## src/rtl/lsu_pkg.sv

```systemverilog
package lsu_pkg;
    localparam int XLEN  = 32;
    localparam int NLANE = XLEN / 8;
    localparam int OFFW  = $clog2(NLANE);
    localparam int CODEW = 4;

    typedef enum logic [1:0] {
        SZ_B = 2'd0,
        SZ_H = 2'd1,
        SZ_W = 2'd2
    } acc_size_e;

    typedef struct packed {
        logic      is_store;
        logic      is_signed;
        acc_size_e size;
    } op_info_t;

    typedef enum logic [1:0] {
        ST_IDLE,
        ST_BUS,
        ST_ACK
    } seq_state_e;

    // Field decode: bit3 store, bit2 unsigned, bits[1:0] size
    function automatic op_info_t decode_op(logic [CODEW-1:0] code);
        op_info_t info;
        info.is_store  = code[3];
        info.is_signed = ~code[2];
        case (code[1:0])
            2'd0:    info.size = SZ_B;
            2'd1:    info.size = SZ_H;
            default: info.size = SZ_W;
        endcase
        return info;
    endfunction

    function automatic logic [NLANE-1:0] lane_mask(acc_size_e sz, logic [OFFW-1:0] off);
        case (sz)
            SZ_B:    return NLANE'(1) << off;
            SZ_H:    return NLANE'(3) << off;
            default: return '1;
        endcase
    endfunction
endpackage

```

## src/rtl/lsu_store_lanes.sv

```systemverilog
module lsu_store_lanes
    import lsu_pkg::*;
#(
    parameter int ADDR_W = 32
) (
    input  logic [ADDR_W-1:0] addr,
    input  logic [CODEW-1:0]  code,
    input  logic [XLEN-1:0]   data,
    output logic [ADDR_W-1:0] bus_addr,
    output logic [XLEN-1:0]   wdata,
    output logic [NLANE-1:0]  strb,
    output logic              write
);
    op_info_t        info;
    logic [OFFW-1:0] off;

    assign info = decode_op(code);

    always_comb begin
        bus_addr = addr;
        case (info.size)
            SZ_B:    bus_addr = addr;
            SZ_H:    bus_addr[0] = 1'b0;
            default: bus_addr[OFFW-1:0] = '0;
        endcase
    end

    assign off   = bus_addr[OFFW-1:0];
    assign write = info.is_store;
    assign strb  = info.is_store ? lane_mask(info.size, off) : '0;

    // Per-lane fan-out of store data
    generate
        for (genvar i = 0; i < NLANE; i++) begin : g_lane
            logic [7:0] lane_byte;
            assign lane_byte = (info.size == SZ_B) ? data[7:0] :
                               (info.size == SZ_H) ? data[8*(i%2) +: 8] :
                                                     data[8*i +: 8];
            assign wdata[8*i +: 8] = lane_byte;
        end
    endgenerate
endmodule

```

## src/rtl/lsu_load_extract.sv

```systemverilog
module lsu_load_extract
    import lsu_pkg::*;
(
    input  logic [CODEW-1:0] code,
    input  logic [OFFW-1:0]  off,
    input  logic [XLEN-1:0]  raw,
    output logic [XLEN-1:0]  result
);
    op_info_t        info;
    logic [XLEN-1:0] shifted;

    assign info    = decode_op(code);
    assign shifted = raw >> {off, 3'b000};

    always_comb begin
        case (info.size)
            SZ_B:    result = {{(XLEN-8){info.is_signed & shifted[7]}}, shifted[7:0]};
            SZ_H:    result = {{(XLEN-16){info.is_signed & shifted[15]}}, shifted[15:0]};
            default: result = raw;
        endcase
    end
endmodule

```

## src/rtl/lsu_bus_seq.sv

```systemverilog
module lsu_bus_seq
    import lsu_pkg::*;
#(
    parameter int ADDR_W = 32
) (
    input  logic              clk,
    input  logic              rst,
    input  logic              req_valid,
    input  logic [CODEW-1:0]  req_op,
    input  logic [ADDR_W-1:0] nxt_addr,
    input  logic [XLEN-1:0]   nxt_wdata,
    input  logic [NLANE-1:0]  nxt_strb,
    input  logic              nxt_write,
    input  logic              bus_ready,
    input  logic [XLEN-1:0]   load_result,
    output logic [CODEW-1:0]  op_q,
    output logic              bus_valid,
    output logic [ADDR_W-1:0] bus_addr,
    output logic [XLEN-1:0]   bus_wdata,
    output logic [NLANE-1:0]  bus_strb,
    output logic              bus_write,
    output logic              ack_valid,
    output logic [XLEN-1:0]   ack_data
);
    seq_state_e state;

    always_ff @(posedge clk) begin
        if (rst) begin
            state     <= ST_IDLE;
            op_q      <= '0;
            bus_valid <= 1'b0;
            bus_addr  <= '0;
            bus_wdata <= '0;
            bus_strb  <= '0;
            bus_write <= 1'b0;
            ack_valid <= 1'b0;
            ack_data  <= '0;
        end else begin
            ack_valid <= 1'b0;
            case (state)
                ST_IDLE: begin
                    if (req_valid) begin
                        op_q      <= req_op;
                        bus_addr  <= nxt_addr;
                        bus_wdata <= nxt_wdata;
                        bus_strb  <= nxt_strb;
                        bus_write <= nxt_write;
                        bus_valid <= 1'b1;
                        state     <= ST_BUS;
                    end
                end
                ST_BUS: begin
                    if (bus_ready) begin
                        bus_valid <= 1'b0;
                        ack_data  <= load_result;
                        ack_valid <= 1'b1;
                        state     <= ST_ACK;
                    end
                end
                default: state <= ST_IDLE;
            endcase
        end
    end

    op_info_t held;
    assign held = decode_op(op_q);

    assert_bus_hold_R8: assert property (@(posedge clk) disable iff (rst)
        (bus_valid && !bus_ready) |=> (bus_valid && $stable(bus_addr) && $stable(bus_wdata)
                                       && $stable(bus_strb) && $stable(bus_write)));
    assert_valid_drop_R8: assert property (@(posedge clk) disable iff (rst)
        (bus_valid && bus_ready) |=> !bus_valid);
    assert_ack_follows_R9: assert property (@(posedge clk) disable iff (rst)
        (bus_valid && bus_ready) |=> ack_valid);
    assert_ack_pulse_R9: assert property (@(posedge clk) disable iff (rst)
        ack_valid |=> !ack_valid);
    assert_no_overlap_R10: assert property (@(posedge clk) disable iff (rst)
        ack_valid |-> !bus_valid);
    assert_write_flag_R1: assert property (@(posedge clk) disable iff (rst)
        bus_valid |-> (bus_write == held.is_store));
    assert_half_align_R2: assert property (@(posedge clk) disable iff (rst)
        (bus_valid && held.size == SZ_H) |-> !bus_addr[0]);
    assert_word_align_R2: assert property (@(posedge clk) disable iff (rst)
        (bus_valid && held.size == SZ_W) |-> (bus_addr[OFFW-1:0] == '0));
    assert_byte_strobe_R3: assert property (@(posedge clk) disable iff (rst)
        (bus_valid && bus_write && held.size == SZ_B) |-> ($countones(bus_strb) == 1));
    assert_word_strobe_R5: assert property (@(posedge clk) disable iff (rst)
        (bus_valid && bus_write && held.size == SZ_W) |-> (bus_strb == '1));
endmodule

```

## src/rtl/lsu_bus_adapter.sv

```systemverilog
module lsu_bus_adapter
    import lsu_pkg::*;
#(
    parameter int ADDR_W = 32
) (
    input  logic              clk,
    input  logic              rst,
    input  logic              req_valid,
    input  logic [ADDR_W-1:0] req_addr,
    input  logic [3:0]        req_op,
    input  logic [31:0]       req_wdata,
    output logic              ack_valid,
    output logic [31:0]       ack_data,
    output logic              bus_valid,
    output logic [ADDR_W-1:0] bus_addr,
    output logic [31:0]       bus_wdata,
    output logic [3:0]        bus_strb,
    output logic              bus_write,
    input  logic [31:0]       bus_rdata,
    input  logic              bus_ready
);
    logic [ADDR_W-1:0] nxt_addr;
    logic [XLEN-1:0]   nxt_wdata;
    logic [NLANE-1:0]  nxt_strb;
    logic              nxt_write;
    logic [CODEW-1:0]  op_q;
    logic [XLEN-1:0]   load_result;

    lsu_store_lanes #(.ADDR_W(ADDR_W)) u_store (
        .addr     (req_addr),
        .code     (req_op),
        .data     (req_wdata),
        .bus_addr (nxt_addr),
        .wdata    (nxt_wdata),
        .strb     (nxt_strb),
        .write    (nxt_write)
    );

    lsu_load_extract u_load (
        .code   (op_q),
        .off    (bus_addr[OFFW-1:0]),
        .raw    (bus_rdata),
        .result (load_result)
    );

    lsu_bus_seq #(.ADDR_W(ADDR_W)) u_seq (
        .clk         (clk),
        .rst         (rst),
        .req_valid   (req_valid),
        .req_op      (req_op),
        .nxt_addr    (nxt_addr),
        .nxt_wdata   (nxt_wdata),
        .nxt_strb    (nxt_strb),
        .nxt_write   (nxt_write),
        .bus_ready   (bus_ready),
        .load_result (load_result),
        .op_q        (op_q),
        .bus_valid   (bus_valid),
        .bus_addr    (bus_addr),
        .bus_wdata   (bus_wdata),
        .bus_strb    (bus_strb),
        .bus_write   (bus_write),
        .ack_valid   (ack_valid),
        .ack_data    (ack_data)
    );
endmodule

```

## config.mk

```make
export PLATFORM = sky130hd
export DESIGN_NAME = lsu_bus_adapter
export DESIGN_NICKNAME = d
export VERILOG_FILES = /design/src/rtl/lsu_pkg.sv /design/src/rtl/lsu_store_lanes.sv /design/src/rtl/lsu_load_extract.sv /design/src/rtl/lsu_bus_seq.sv /design/src/rtl/lsu_bus_adapter.sv
export SDC_FILE = /design/constraint.sdc
export NUM_CORES = 1
export LEC_CHECK = 0
export BUFFER_PORTS_ARGS = -buffer_cell sky130_fd_sc_hd__buf_2
export CAP_MARGIN = 20
export CORE_MARGIN = 4
export CORE_UTILIZATION = 40
export DETAILED_ROUTE_END_ITERATION = 8
export PLACE_DENSITY = 0.69
export SLEW_MARGIN = 30
export SYNTH_ARGS = -nofsm -noshare
export SYNTH_HDL_FRONTEND = slang
export SYNTH_HIERARCHICAL = 1
export SYNTH_SLANG_ARGS = --single-unit
```

## constraint.sdc

```tcl
create_clock -name clk -period 3.9 [get_ports clk]
set_clock_uncertainty 0.1 [all_clocks]
set_input_delay 0.195 -clock clk [delete_from_list [all_inputs] [get_ports clk]]
set_output_delay 0.195 -clock clk [all_outputs]
set_load 0.02 [all_outputs]
```

# Yosys cells after proc, flatten, opt, wreduce, memory -nomap -nowiden
# Cells that the tools add are included.
# classes
addsub,0
mul,0
div_mod_pow,0
magnitude_cmp,0
eq_ne,7
n_shift,3
mux,19
bitwise_logic,4
reduce_logical,12
# ops
operator,n
case mux 32 bit (2 select lines),1
2-to-1 mux 8 bit,5
>> shifter 32 x 5 -> 16 bit,1
case mux 2 bit (2 select lines),3
== test 2 x 1 -> 1 bit (second input constant),5
logical NOT 2 bit,5
case mux 4 bit (2 select lines),1
AND reduction 2 bit,3
2-to-1 mux 1 bit,5
2-to-1 mux 2 bit,2
2-to-1 mux 4 bit,1
inequality test 2 bit (second input constant),2
OR reduction 2 bit,2
<< shifter 1 x 2 -> 4 bit (first input constant),1
<< shifter 2 x 2 -> 4 bit (first input constant),1
AND reduction 3 bit,1
AND 1 bit,2
NOT 1 bit,2
case mux 1 bit (2 select lines),1
nonzero test 2 bit,1
# word_totals
regBits,108
latchBits,0
ramBits,0
rom_bits,0
input_bits,104
output_inout_bits,103
elab_cells,54
mem_count,0

# Longest topological paths before layout
# Gate-level depths: netlist of run 1.
# depth
word_depth,8
ltp_mapped,7
ltp_nobuf,5

# Hierarchy
# The synthesis of run 1 kept the hierarchy.
# by_module_without_submodules
module,n_inst,cells_each,area_per_inst_um2,seq_area_each_um2
lsu_bus_seq,1,472,3843.7,2182.1
lsu_store_lanes,1,97,750.7,0.0
lsu_load_extract,1,109,721.9,0.0

# Least setup slack after synthesis of run 1
# OpenSTA, ideal clock, no wires.
# synth_path
path_type,register to register
from,reg u_seq.bus_addr[0]
to,reg u_seq.ack_data[17]
t_arrival_ns,1.688
required_ns,3.668
path_slack_ns,1.980
path_stages_with_launch,7
path_buffers,1
period_less_slack_ns,1.920
cell_sequence,dfxtp_1 -> mux4_2 -> o211ai_4 -> buf_6 -> o21ai_0 -> nand2_1 -> a21oi_1
# synth_between
elab_chain_cells,3
word_cells_on_any_way,4
cone_classes,1 x shift; 1 x mux; 2 x bitwise
# synth_lines
element,line,text
from (decl),lsu_bus_seq.sv:18,"output logic [ADDR_W-1:0] bus_addr,"
from (signal assigned),lsu_bus_seq.sv:44,bus_addr <= nxt_addr;
>> shifter 32 x 5 -> 16 bit (*),lsu_load_extract.sv:13,"assign shifted = raw >> {off, 3'b000};"
AND 1 bit (on tied branches),"lsu_load_extract.sv:18, lsu_load_extract.sv:17",
case mux 32 bit (2 select lines) (*),lsu_load_extract.sv:16,case (info.size)
net load_result[17],lsu_bus_adapter.sv:27,logic [XLEN-1:0] load_result;
to (signal assigned),lsu_bus_seq.sv:55,ack_data <= load_result;
to (decl),lsu_bus_seq.sv:23,output logic [XLEN-1:0] ack_data
# The timed path passes the listed nets; every way through them passes the cells marked *.
# A chain may end at the register's enable or synchronous reset.

# Worst setup path after layout of run 1
# layout_path
from,reg u_seq.bus_addr[1]
to,reg u_seq.ack_data[22]
# Same word-level chain as after synthesis.

==> results.md, run 1 <==
* Most common cell after layout, fill and taps aside: nand2_1
* TritonCTS sink count at 108
* Clk slew on worst S/H paths at 70 ps
* Number of cells traversed by the worst register-to-register path at 5
* HP Start: req_wdata[5]
* Resize count post-CTS at 0
* Post-Synthesis Cells at ~670
* Layout overhead on the synthesized area at 24.1%
* Launching element type of the critical path: flop
* Minimum clock period at 2340 ps
* Via count of the first global-routing pass at approximately 4800
* Post-route antenna net violation count at 0
* Number of levels in the clock H-tree at 3
* Post-place instance area at just under 6000 um^2
* Synth warnings at 6
* Final-report setup violation count at 0
* M3 GR Usage at 0.0764
* Drt drc at 0
* Clock buffers created by TritonCTS at 9
* Worst reg2reg endpoint: u_seq/ack_data[22]$_SDFFE_PP0P_
* DIE HEIGHT at 123 um
* Global route overflow at 0
* Row count at 41
* Die outline area at between 15000 and 20000 um^2
* Highest-count cells in the layout ignoring fill and taps: 247 x nand2_1, 205 x buf_2, 108 x dfxtp_1
* Run status: finished, final reports clean
* Slew at the pin with the worst max-slew slack at between 800 and 900 ps
* TritonRoute pass-1 iters at 5
* Number of vias after detailed routing at 4991
* Post-layout instance area at 6560 um^2
* Worst-case setup margin in the final layout at 1560 ps
* Violation count after the first detailed-route iteration at 430
* Clock root buffer: clkbuf_16
* R2r setup slk at 1560 ps
* Global placement routability congestion at slightly below 0.9
* Critical path required time at 4000 ps
* Type of destination of the critical path: flop
* Data arrival time of the worst path at between 2000 and 2500 ps
* Nets at approximately 950
* Antenna violations before repair at 0
* Share of cells above drive strength 1 at 0.300
* Worst reg2reg path startpoint: u_seq/bus_addr[1]$_SDFFE_PP0P_
* Category of the most critical setup path: flop to flop
* Hold/Removal Path Class: primary input to flop
* Max-cap violations at 0
* Half-perimeter wire length after detailed placement at 10500 um
* Maximum number of pins on one net before global-route repair at 109
* Number of buffers added on ports at 206
* First-pass GRT wire length at approximately 25000 um
* Hold-critical path endpoint: u_seq/bus_wdata[5]$_SDFFE_PP0P_
* Width of the die at 123 um
* Biggest fanout along the worst timing path at 18
* Count of filler cells inserted in the layout at 1253
* Final count of pins violating max slew at 0
* Net Count, Synth at 778
* Clock Path Buffers at 2
* Avg Inst Size Synth at 7.84 um^2
* Global router's overall resource usage at 0.206
* Power density relative to cell area at 408 nW/um^2
* Routed vias/inst at 4.91
* Post-Place Worst Slack at 1590 ps
* Worst skew pair latency at 350 ps
* Leak at 2.94 nW
* Placeable core region at between 10000 and 15000 um^2
* Mean routed wirelength per cell at around 15 um
* Starting Density at 0.414
* Setup TNS at 0 ps
* Netlist area before placement at 5280 um^2
* Diodes inserted at 0
* Met2 usage in global routing at 0.350
* Most Crowded Layer GR: met2
* Number of top-level design ports at 207
* RSZ-0062 raised after global routing: no
* Drt total wl at 15700 um
* Met1 Usage GRT at 0.247
* Worst slew slack as a fraction of its limit at 0.434
* Clock tree from TritonCTS: built
* Number of hold-slack violations in the final timing report at 0
* Final period util at 0.600
* Worst hold path depth at 3
* Peak supply drop at 314 uV
* Fmax at 428 MHz
* Total Power Consumption at 2.68 mW
per-stage QoR:
| step | hold WS [ps] | instances | util |
|---|---|---|---|
| 6_report | 19.0 | 1016 | 0.513 |
| 5_1_grt | 8.30 | 1016 | 0.513 |
| 4_1_cts | 3.10 | 1016 | 0.513 |
| 3_5_place_dp | 342 | 970 | 0.464 |
| 3_3_place_gp | 337 | 970 | 0.464 |
| 2_1_floorplan | 231 | 674 | - |
flip-flops by register name, summed over array words and instances, names as in the netlist:
name and cells:
u_seq/ack_valid 1, u_seq/state 2, u_seq/ack_data 32, u_seq/bus_wdata 32
u_seq/op_q 3, u_seq/bus_addr 32, u_seq/bus_valid 1, u_seq/bus_write 1
u_seq/bus_strb 4
timing repair:
action / CTS / global route
hold buffers: 32 / 0
setup endpoints to repair: 0 / 0
hold endpoints to repair: 32 / 0
setup buffers: 0 / 0
critical path, cell delays in order, from the launching register on:
cell      delay (ps)
dfxtp_1          780
mux2_4           370
a221oi_4         580
o21ai_0          200
nand2_1           90
a21oi_1           60
layout make-up:
cell class | instances | area (um^2) | area share
inverter | 6 | 22.5 | 0.00343
sequential | 108 | 2160 | 0.330
timing repair buffer | 243 | 1400 | 0.213
clock buffer | 12 | 246 | 0.0376
clock inverter | 2 | 60.1 | 0.00916
multi-input combinational | 473 | 2460 | 0.375
tap | 172 | 215 | 0.0328
worst max-delay path by stage:
stage / from / end / slack [ps]
finish: u_seq/bus_addr[1]$_SDFFE_PP0P_ / u_seq/ack_data[22]$_SDFFE_PP0P_ / 1560
global placement: u_seq/bus_addr[1]$_SDFFE_PP0P_ / u_seq/ack_data[23]$_SDFFE_PP0P_ / 1590
CTS: u_seq/bus_addr[1]$_SDFFE_PP0P_ / u_seq/ack_data[26]$_SDFFE_PP0P_ / 1560
floorplan: u_seq/bus_addr[0]$_SDFFE_PP0P_ / u_seq/ack_data[17]$_SDFFE_PP0P_ / 1980
global route: u_seq/bus_addr[1]$_SDFFE_PP0P_ / u_seq/ack_data[27]$_SDFFE_PP0P_ / 1280
detailed placement: u_seq/bus_addr[1]$_SDFFE_PP0P_ / u_seq/ack_data[28]$_SDFFE_PP0P_ / 1590
power by group:
group	switching, mW	internal (mW)	total, mW
clock network	0.391	0.574	0.965
registers	0.0362	1.17	1.20
logic	0.312	0.198	0.509
total	0.739	1.94	2.68
routing by layer:
layer	up-vias	wire length, um	part of all wire
li1	2530	-	-
met3	14	1480	0.094
met4	0	199	0.013
met2	185	7510	0.48
met5	-	0	0
met1	2262	6490	0.41
Power figures use the tool's default switching activity.
==> run 2: changes to the inputs <==
- clock period: 3.9 -> 2.4 ns (I/O delays scaled with it)
==> results.md, run 2 (synthesis results as in run 1) <==
* Crit-path slowest cell: dfxtp_1
* Data arrival time of the worst path at 2120 ps (-320 ps)
* Stage delay of the slowest cell on the critical path at 620 ps (-160 ps)
* Final period util at 0.834 (+0.234)
* Post-Place Worst Slack at 446 ps (-1140 ps)
* Sequential cell area at 2160 um^2 (unchanged)
* Worst-case setup margin in the final layout at 399 ps (-1160 ps)
* Maximum number of pins on one net before global-route repair at 45 (-59%)
* DIE HEIGHT at 123 um (unchanged)
* Width of the die at 123 um (unchanged)
* Mean routed wirelength per cell at 15.5 um (+0.35%)
* Clock tree from TritonCTS: built
* Type of destination of the critical path: flop
* Post-route antenna net violation count at 0 (unchanged)
* Share of cells above drive strength 1 at 0.305 (+0.00534)
* Number of hold-slack violations in the final timing report at 0 (unchanged)
* Post CTS Setup Buffer Count at 0 (unchanged)
* Clock buffers created by TritonCTS at 9 (unchanged)
* Leak at 3.02 nW (+2.8%)
* Setup TNS at 0 ps (unchanged)
* Die outline area at 15100 um^2 (unchanged)
* Final count of pins violating max slew at 0 (unchanged)
* Global placement routability congestion at 0.933 (+5.3%)
* Launching element type of the critical path: flop
* Routed vias/inst at 5.05 (+2.8%)
* Highest-count cells in the layout ignoring fill and taps: 247 x nand2_1, 205 x buf_2, 108 x dfxtp_1
* Slew at the pin with the worst max-slew slack at 619 ps (-229 ps)
* Diodes inserted at 0 (unchanged)
* Area used by multi-input combinational logic at 2460 um^2 (unchanged)
* Post-Route Utilization at 0.525 (+0.0118)
* Count of filler cells inserted in the layout at 1260 (+0.56%)
* Clock root buffer: clkbuf_16
* Layout overhead on the synthesized area at 26.9%
* Critical path required time at 2520 ps (-1480 ps)
* Drt total wl at 16000 um (+2.1%)
* Placeable core region at 12800 um^2 (unchanged)
* Row count at 41 (unchanged)
* Max-cap violations at 0 (unchanged)
* Global route overflow at 0 (unchanged)
* Clk slew on worst S/H paths at 70 ps (about the same)
* Registers with the most flip-flops: u_seq/ack_data: 32 flops, u_seq/bus_addr: 32 flops, u_seq/bus_wdata: 32 flops
* Number of buffers added on ports at 206 (unchanged)
* Most common cell after layout, fill and taps aside: nand2_1
* TritonRoute pass-1 iters at 7 (+2)
* Minimum clock period at 2000 ps (-338 ps)
* Clock Path Buffers at 2 (unchanged)
* Run status: finished, final reports clean
* Filler-free cell count of the finished design at 1034 (+1.8%)
* Violation count after the first detailed-route iteration at 386 (-10%)
* Placed cell count at 978 (+0.82%)
* Nets at 961 (+1.7%)
* Fmax at 500 MHz (+17%)
* Category of the most critical setup path: flop to flop
* Global router's overall resource usage at 0.210 (+0.00395)
* Via count of the first global-routing pass at 4944 (+3.7%)
* RSZ-0062 raised after global routing: no
* Antenna violations before repair at 0 (unchanged)
* TritonCTS sink count at 108 (unchanged)
* Biggest fanout along the worst timing path at 16 (-2)
* Critical-path cell list: mux4_2 > o211ai_4 > o21ai_0 > nand2_1 > a21oi_1
* Number of top-level design ports at 207 (unchanged)
* Worst skew pair latency at 340 ps (about the same)
* Power density relative to cell area at 643 nW/um^2 (+58%)
* Drt drc at 0 (unchanged)
* Starting Density at 0.414 (unchanged)
* Worst slew slack as a fraction of its limit at 0.587 (+0.153)
* Half-perimeter wire length after detailed placement at 11000 um (+4.7%)
* Hold/Removal Path Class: primary input to flop
* Number of levels in the clock H-tree at 3 (unchanged)
* First-pass GRT wire length at 25100 um (+2.5%)
* Final-report setup violation count at 0 (unchanged)
* Number of vias after detailed routing at 5222 (+4.6%)
* Peak supply drop at 371 uV (+18%)
==> run 2: worst max-delay path, delay by kind of cell, from the launching register on <==
kind            cells  cell delay (ps)
mux                 1              460
simple gates        1               90
flops               1              620
compound gates      3              600
==> run 2: power breakdown <==
| group | switching (mW) | internal [mW] | total [mW] | leakage, nW |
|---|---|---|---|---|
| clock network | 0.669 | 0.838 | 1.51 | 0.147 |
| registers | 0.0572 | 1.89 | 1.95 | 0.883 |
| logic | 0.516 | 0.341 | 0.857 | 1.99 |
| total | 1.24 | 3.07 | 4.32 | 3.02 |
==> run 2: cell type report <==
cell class	count	share of cell area
Sequential cell	108	0.322
Multi-Input combinational cell	473	0.366
Clock inverter	4	0.00727
Timing Repair Buffer	259	0.232
Clock buffer	12	0.0367
Inverter	6	0.00336
Tap cell	172	0.0321
==> run 2: routing by layer <==
metal,vias to the layer above,part of all wire,track usage
li1,2563,-,-
met1,2412,0.41,0.261
met2,224,0.47,0.344
met3,23,0.10,0.0645
met4,0,0.019,0.0742
met5,-,0,0
==> run 2: final timing paths <==
kind | startpoint | endpoint | slack (ps) | cells past startpoint
worst max-delay path | u_seq/bus_addr[1]$_SDFFE_PP0P_ | u_seq/ack_data[31]$_SDFFE_PP0P_ | 400 | 5
worst min-delay path | req_valid | u_seq/state[0]$_SDFFE_PP0P_ | 10 | 3
worst max register to register | u_seq/bus_addr[1]$_SDFFE_PP0P_ | u_seq/ack_data[31]$_SDFFE_PP0P_ | 400 | 5
worst min register to register | u_seq/bus_addr[20]$_SDFFE_PP0P_ | u_seq/bus_addr[20]$_SDFFE_PP0P_ | 350 | 2
==> run 2: through the flow <==
step / area, um^2 / hold WS (ps) / total power, mW
3_3_place_gp: 6010 / 260 / 2.79
5_1_grt: 6710 / 24.6 / 4.54
4_1_cts: 6710 / 12.1 / 4.36
2_1_floorplan: 5280 / 156 / 2.57
6_report: 6710 / 12.3 / 4.32
3_5_place_dp: 6010 / 267 / 2.80
==> run 2: what timing repair did <==
item	in CTS	in global routing
gates resized for setup	0	0
hold endpoints to repair	40	0
hold buffers	40	0
==> run 3: changes to the inputs <==
- PLACE_DENSITY: 0.69 -> 0.71
- clock period: 2.4 -> 1.7 ns (I/O delays scaled with it)
==> results.md, run 3 (synthesis results as in run 1) <==
* Registers with the most flip-flops: u_seq/ack_data: 32 flops, u_seq/bus_addr: 32 flops, u_seq/bus_wdata: 32 flops
* Number of top-level design ports at 207 (unchanged)
* Number of levels in the clock H-tree at 3 (unchanged)
* Most common cell after layout, fill and taps aside: nand2_1
* Clock tree from TritonCTS: built
* Failing checks: setup timing
* Combinational Power Share at 0.210 (+0.011)
* R2r setup slk at -3 ps (-400 ps)
* Worst reg2reg endpoint: u_seq/ack_data[12]$_SDFFE_PP0P_
* Peak supply drop at 575 uV (+55%)
* Placeable core region at 12800 um^2 (unchanged)
* Worst skew pair latency at 350 ps (about the same)
* Clk slew on worst S/H paths at 70 ps (about the same)
* First-pass GRT wire length at 24900 um (-0.82%)
* Width of the die at 123 um (unchanged)
* TritonCTS sink count at 108 (unchanged)
* Worst hold path depth at 4 (+1)
* Post-Place Worst Slack at -16.0 ps (-462 ps)
* Maximum number of pins on one net before global-route repair at 62 (+38%)
* Global placement routability congestion at 0.918 (-1.6%)
* RSZ-0062 raised after global routing: yes
* TritonRoute pass-1 iters at 4 (-3)
* Launching element type of the critical path: flop
* Clock buffers created by TritonCTS at 9 (unchanged)
* Routed vias/inst at 5.04 (-0.29%)
* Clock root buffer: clkbuf_16
* Number of cells traversed by the worst register-to-register path at 6 (+1)
* Violation count after the first detailed-route iteration at 397 (+2.8%)
* Worst slew slack as a fraction of its limit at 0.576 (-0.0114)
* Net switching share of the total power at 0.283 (-0.00432)
* Setup TNS at -3.47 ps (-3.47 ps)
* Hold/Removal Path Class: primary input to flop
* Leak at 3.23 nW (+6.9%)
* Drt drc at 0 (unchanged)
* Psw at 1.84 mW (+48%)
* DIE HEIGHT at 123 um (unchanged)
* Clock Path Buffers at 2 (unchanged)
* Biggest fanout along the worst timing path at 4 (-12)
* Mean routed wirelength per cell at 15.7 um (+1.3%)
* Die outline area at 15100 um^2 (unchanged)
* Hold-critical path endpoint: u_seq/bus_wdata[16]$_SDFFE_PP0P_
* Pint at 4.65 mW (+51%)
* Highest-count cells in the layout ignoring fill and taps: 247 x nand2_1, 204 x buf_2, 107 x a21oi_1
* Met1 Usage GRT at 0.249 (-0.0118)
* Final period util at 1.00 (+0.168)
* Diodes inserted at 0 (unchanged)
* Antenna violations before repair at 1 (+1)
* Slew at the pin with the worst max-slew slack at 636 ps (+17.1 ps)
* Share of total power in the clock network at 0.366 (+0.017)
* Final-report setup violation count at 1 (+1)
* Half-perimeter wire length after detailed placement at 10900 um (-0.65%)
* Number of hold-slack violations in the final timing report at 0 (unchanged)
* Via count of the first global-routing pass at 5105 (+3.3%)
* Starting Density at 0.414 (unchanged)
* Met2 usage in global routing at 0.348 (+0.00444)
* HP Start: req_wdata[16]
* Drt total wl at 16700 um (+4.0%)
* Data arrival time of the worst path at 1830 ps (-290 ps)
* M3 GR Usage at 0.0572 (-0.00732)
* Number of buffers added on ports at 206 (unchanged)
* Row count at 41 (unchanged)
* Worst reg2reg path startpoint: u_seq/bus_addr[0]$_SDFFE_PP0P_
* Sequential share of power at 0.424 (-0.028)
* Worst-case setup margin in the final layout at -3.47 ps (-402 ps)
* Final count of pins violating max slew at 0 (unchanged)
* Nets at 989 (+2.9%)
* Max-cap violations at 0 (unchanged)
* Total Power Consumption at 6.49 mW (+50%)
* Placed cell count at 988 (+1.0%)
* Post-layout instance area at 7220 um^2 (+7.6%)
* Post-route antenna net violation count at 0 (unchanged)
* Critical path required time at 1820 ps (-700 ps)
* Share of cells above drive strength 1 at 0.325 (+0.0196)
* Post-place instance area at 6190 um^2 (+3.0%)
* Global router's overall resource usage at 0.210 (-0.000346)
* Number of vias after detailed routing at 5348 (+2.4%)
* Fmax at 587 MHz (+17%)
* Category of the most critical setup path: flop to flop
* Power density relative to cell area at 899 nW/um^2 (+40%)
* Minimum clock period at 1700 ps (-298 ps)
* Type of destination of the critical path: flop
* Most Crowded Layer GR: met2
* Global route overflow at 0 (unchanged)
* Filler-free cell count of the finished design at 1062 (+2.7%)
* Layout overhead on the synthesized area at 36.6%
* Run status: finished, violations left
==> run 3: cell count changes in the layout (fill, tap and decap cells not counted), moves of 6 or more <==
cell / change
buf_12: +8
dlygate4sd3_1: +18
o21ai_0: -7
o21ai_1: +7
o31ai_1: -6
==> run 3: per-stage QoR <==
step           hold slack, ps  utilization
2_1_floorplan             121            -
3_3_place_gp              225        0.485
3_5_place_dp              231        0.485
4_1_cts                0.0349        0.557
5_1_grt                  8.71        0.565
6_report                 19.0        0.565
==> run 3: worst max-delay path by stage <==
stage	endpoint	startpoint	slack [ps]	depth (start not counted)
2_1_floorplan	u_seq/ack_data[17]$_SDFFE_PP0P_	u_seq/bus_addr[0]$_SDFFE_PP0P_	-40	6
3_3_place_gp	u_seq/ack_data[14]$_SDFFE_PP0P_	u_seq/bus_addr[0]$_SDFFE_PP0P_	40	7
3_5_place_dp	u_seq/ack_data[12]$_SDFFE_PP0P_	u_seq/bus_addr[0]$_SDFFE_PP0P_	-20	7
4_1_cts	u_seq/ack_data[23]$_SDFFE_PP0P_	bus_rdata[7]	20	8
5_1_grt	u_seq/ack_data[17]$_SDFFE_PP0P_	u_seq/bus_addr[0]$_SDFFE_PP0P_	-50	6
6_report	u_seq/ack_data[12]$_SDFFE_PP0P_	u_seq/bus_addr[0]$_SDFFE_PP0P_	-3	6
==> run 3: power by group through the flow <==
stage                     sequential, mW  clock, mW  combinational, mW
after floorplan                     2.97          0              0.662
after global placement              2.80          0               1.20
after detailed placement            2.81          0               1.20
after CTS                           2.75       2.45               1.31
after global routing                2.77       2.53               1.48
final                               2.75       2.38               1.36
==> run 3: cell type report <==
type	instances	area [um^2]
Clock buffer	10	250
Clock inverter	6	91.3
Fill cell	1179	5560
Inverter	6	26.3
Multi-Input combinational cell	473	2540
Sequential cell	108	2170
Tap cell	172	215
Timing Repair Buffer	287	1920
==> run 3: timing repair <==
action                                  4_1_cts  5_1_grt
resized for setup                             2       23
cloned                                        0        0
hold buffers                                 58        0
setup buffers                                 0        1
pin swaps                                     0       11
endpoints found under the setup margin        8       25
endpoints found under the hold margin        57        0
==> run 3: critical path: stages (launching register included) <==
cell,delay (ps)
dfxtp_4,360
mux4_2,550
a21oi_2,200
buf_6,170
o31ai_2,70
nand2_1,70
a21oi_1,60
==> run 3: routing by layer <==
layer  part of all wire  vias to the layer above
met5            0.00072                        -
met4              0.034                        2
met3              0.090                       45
met2               0.47                      256
met1               0.41                     2426
li1                   -                     2619
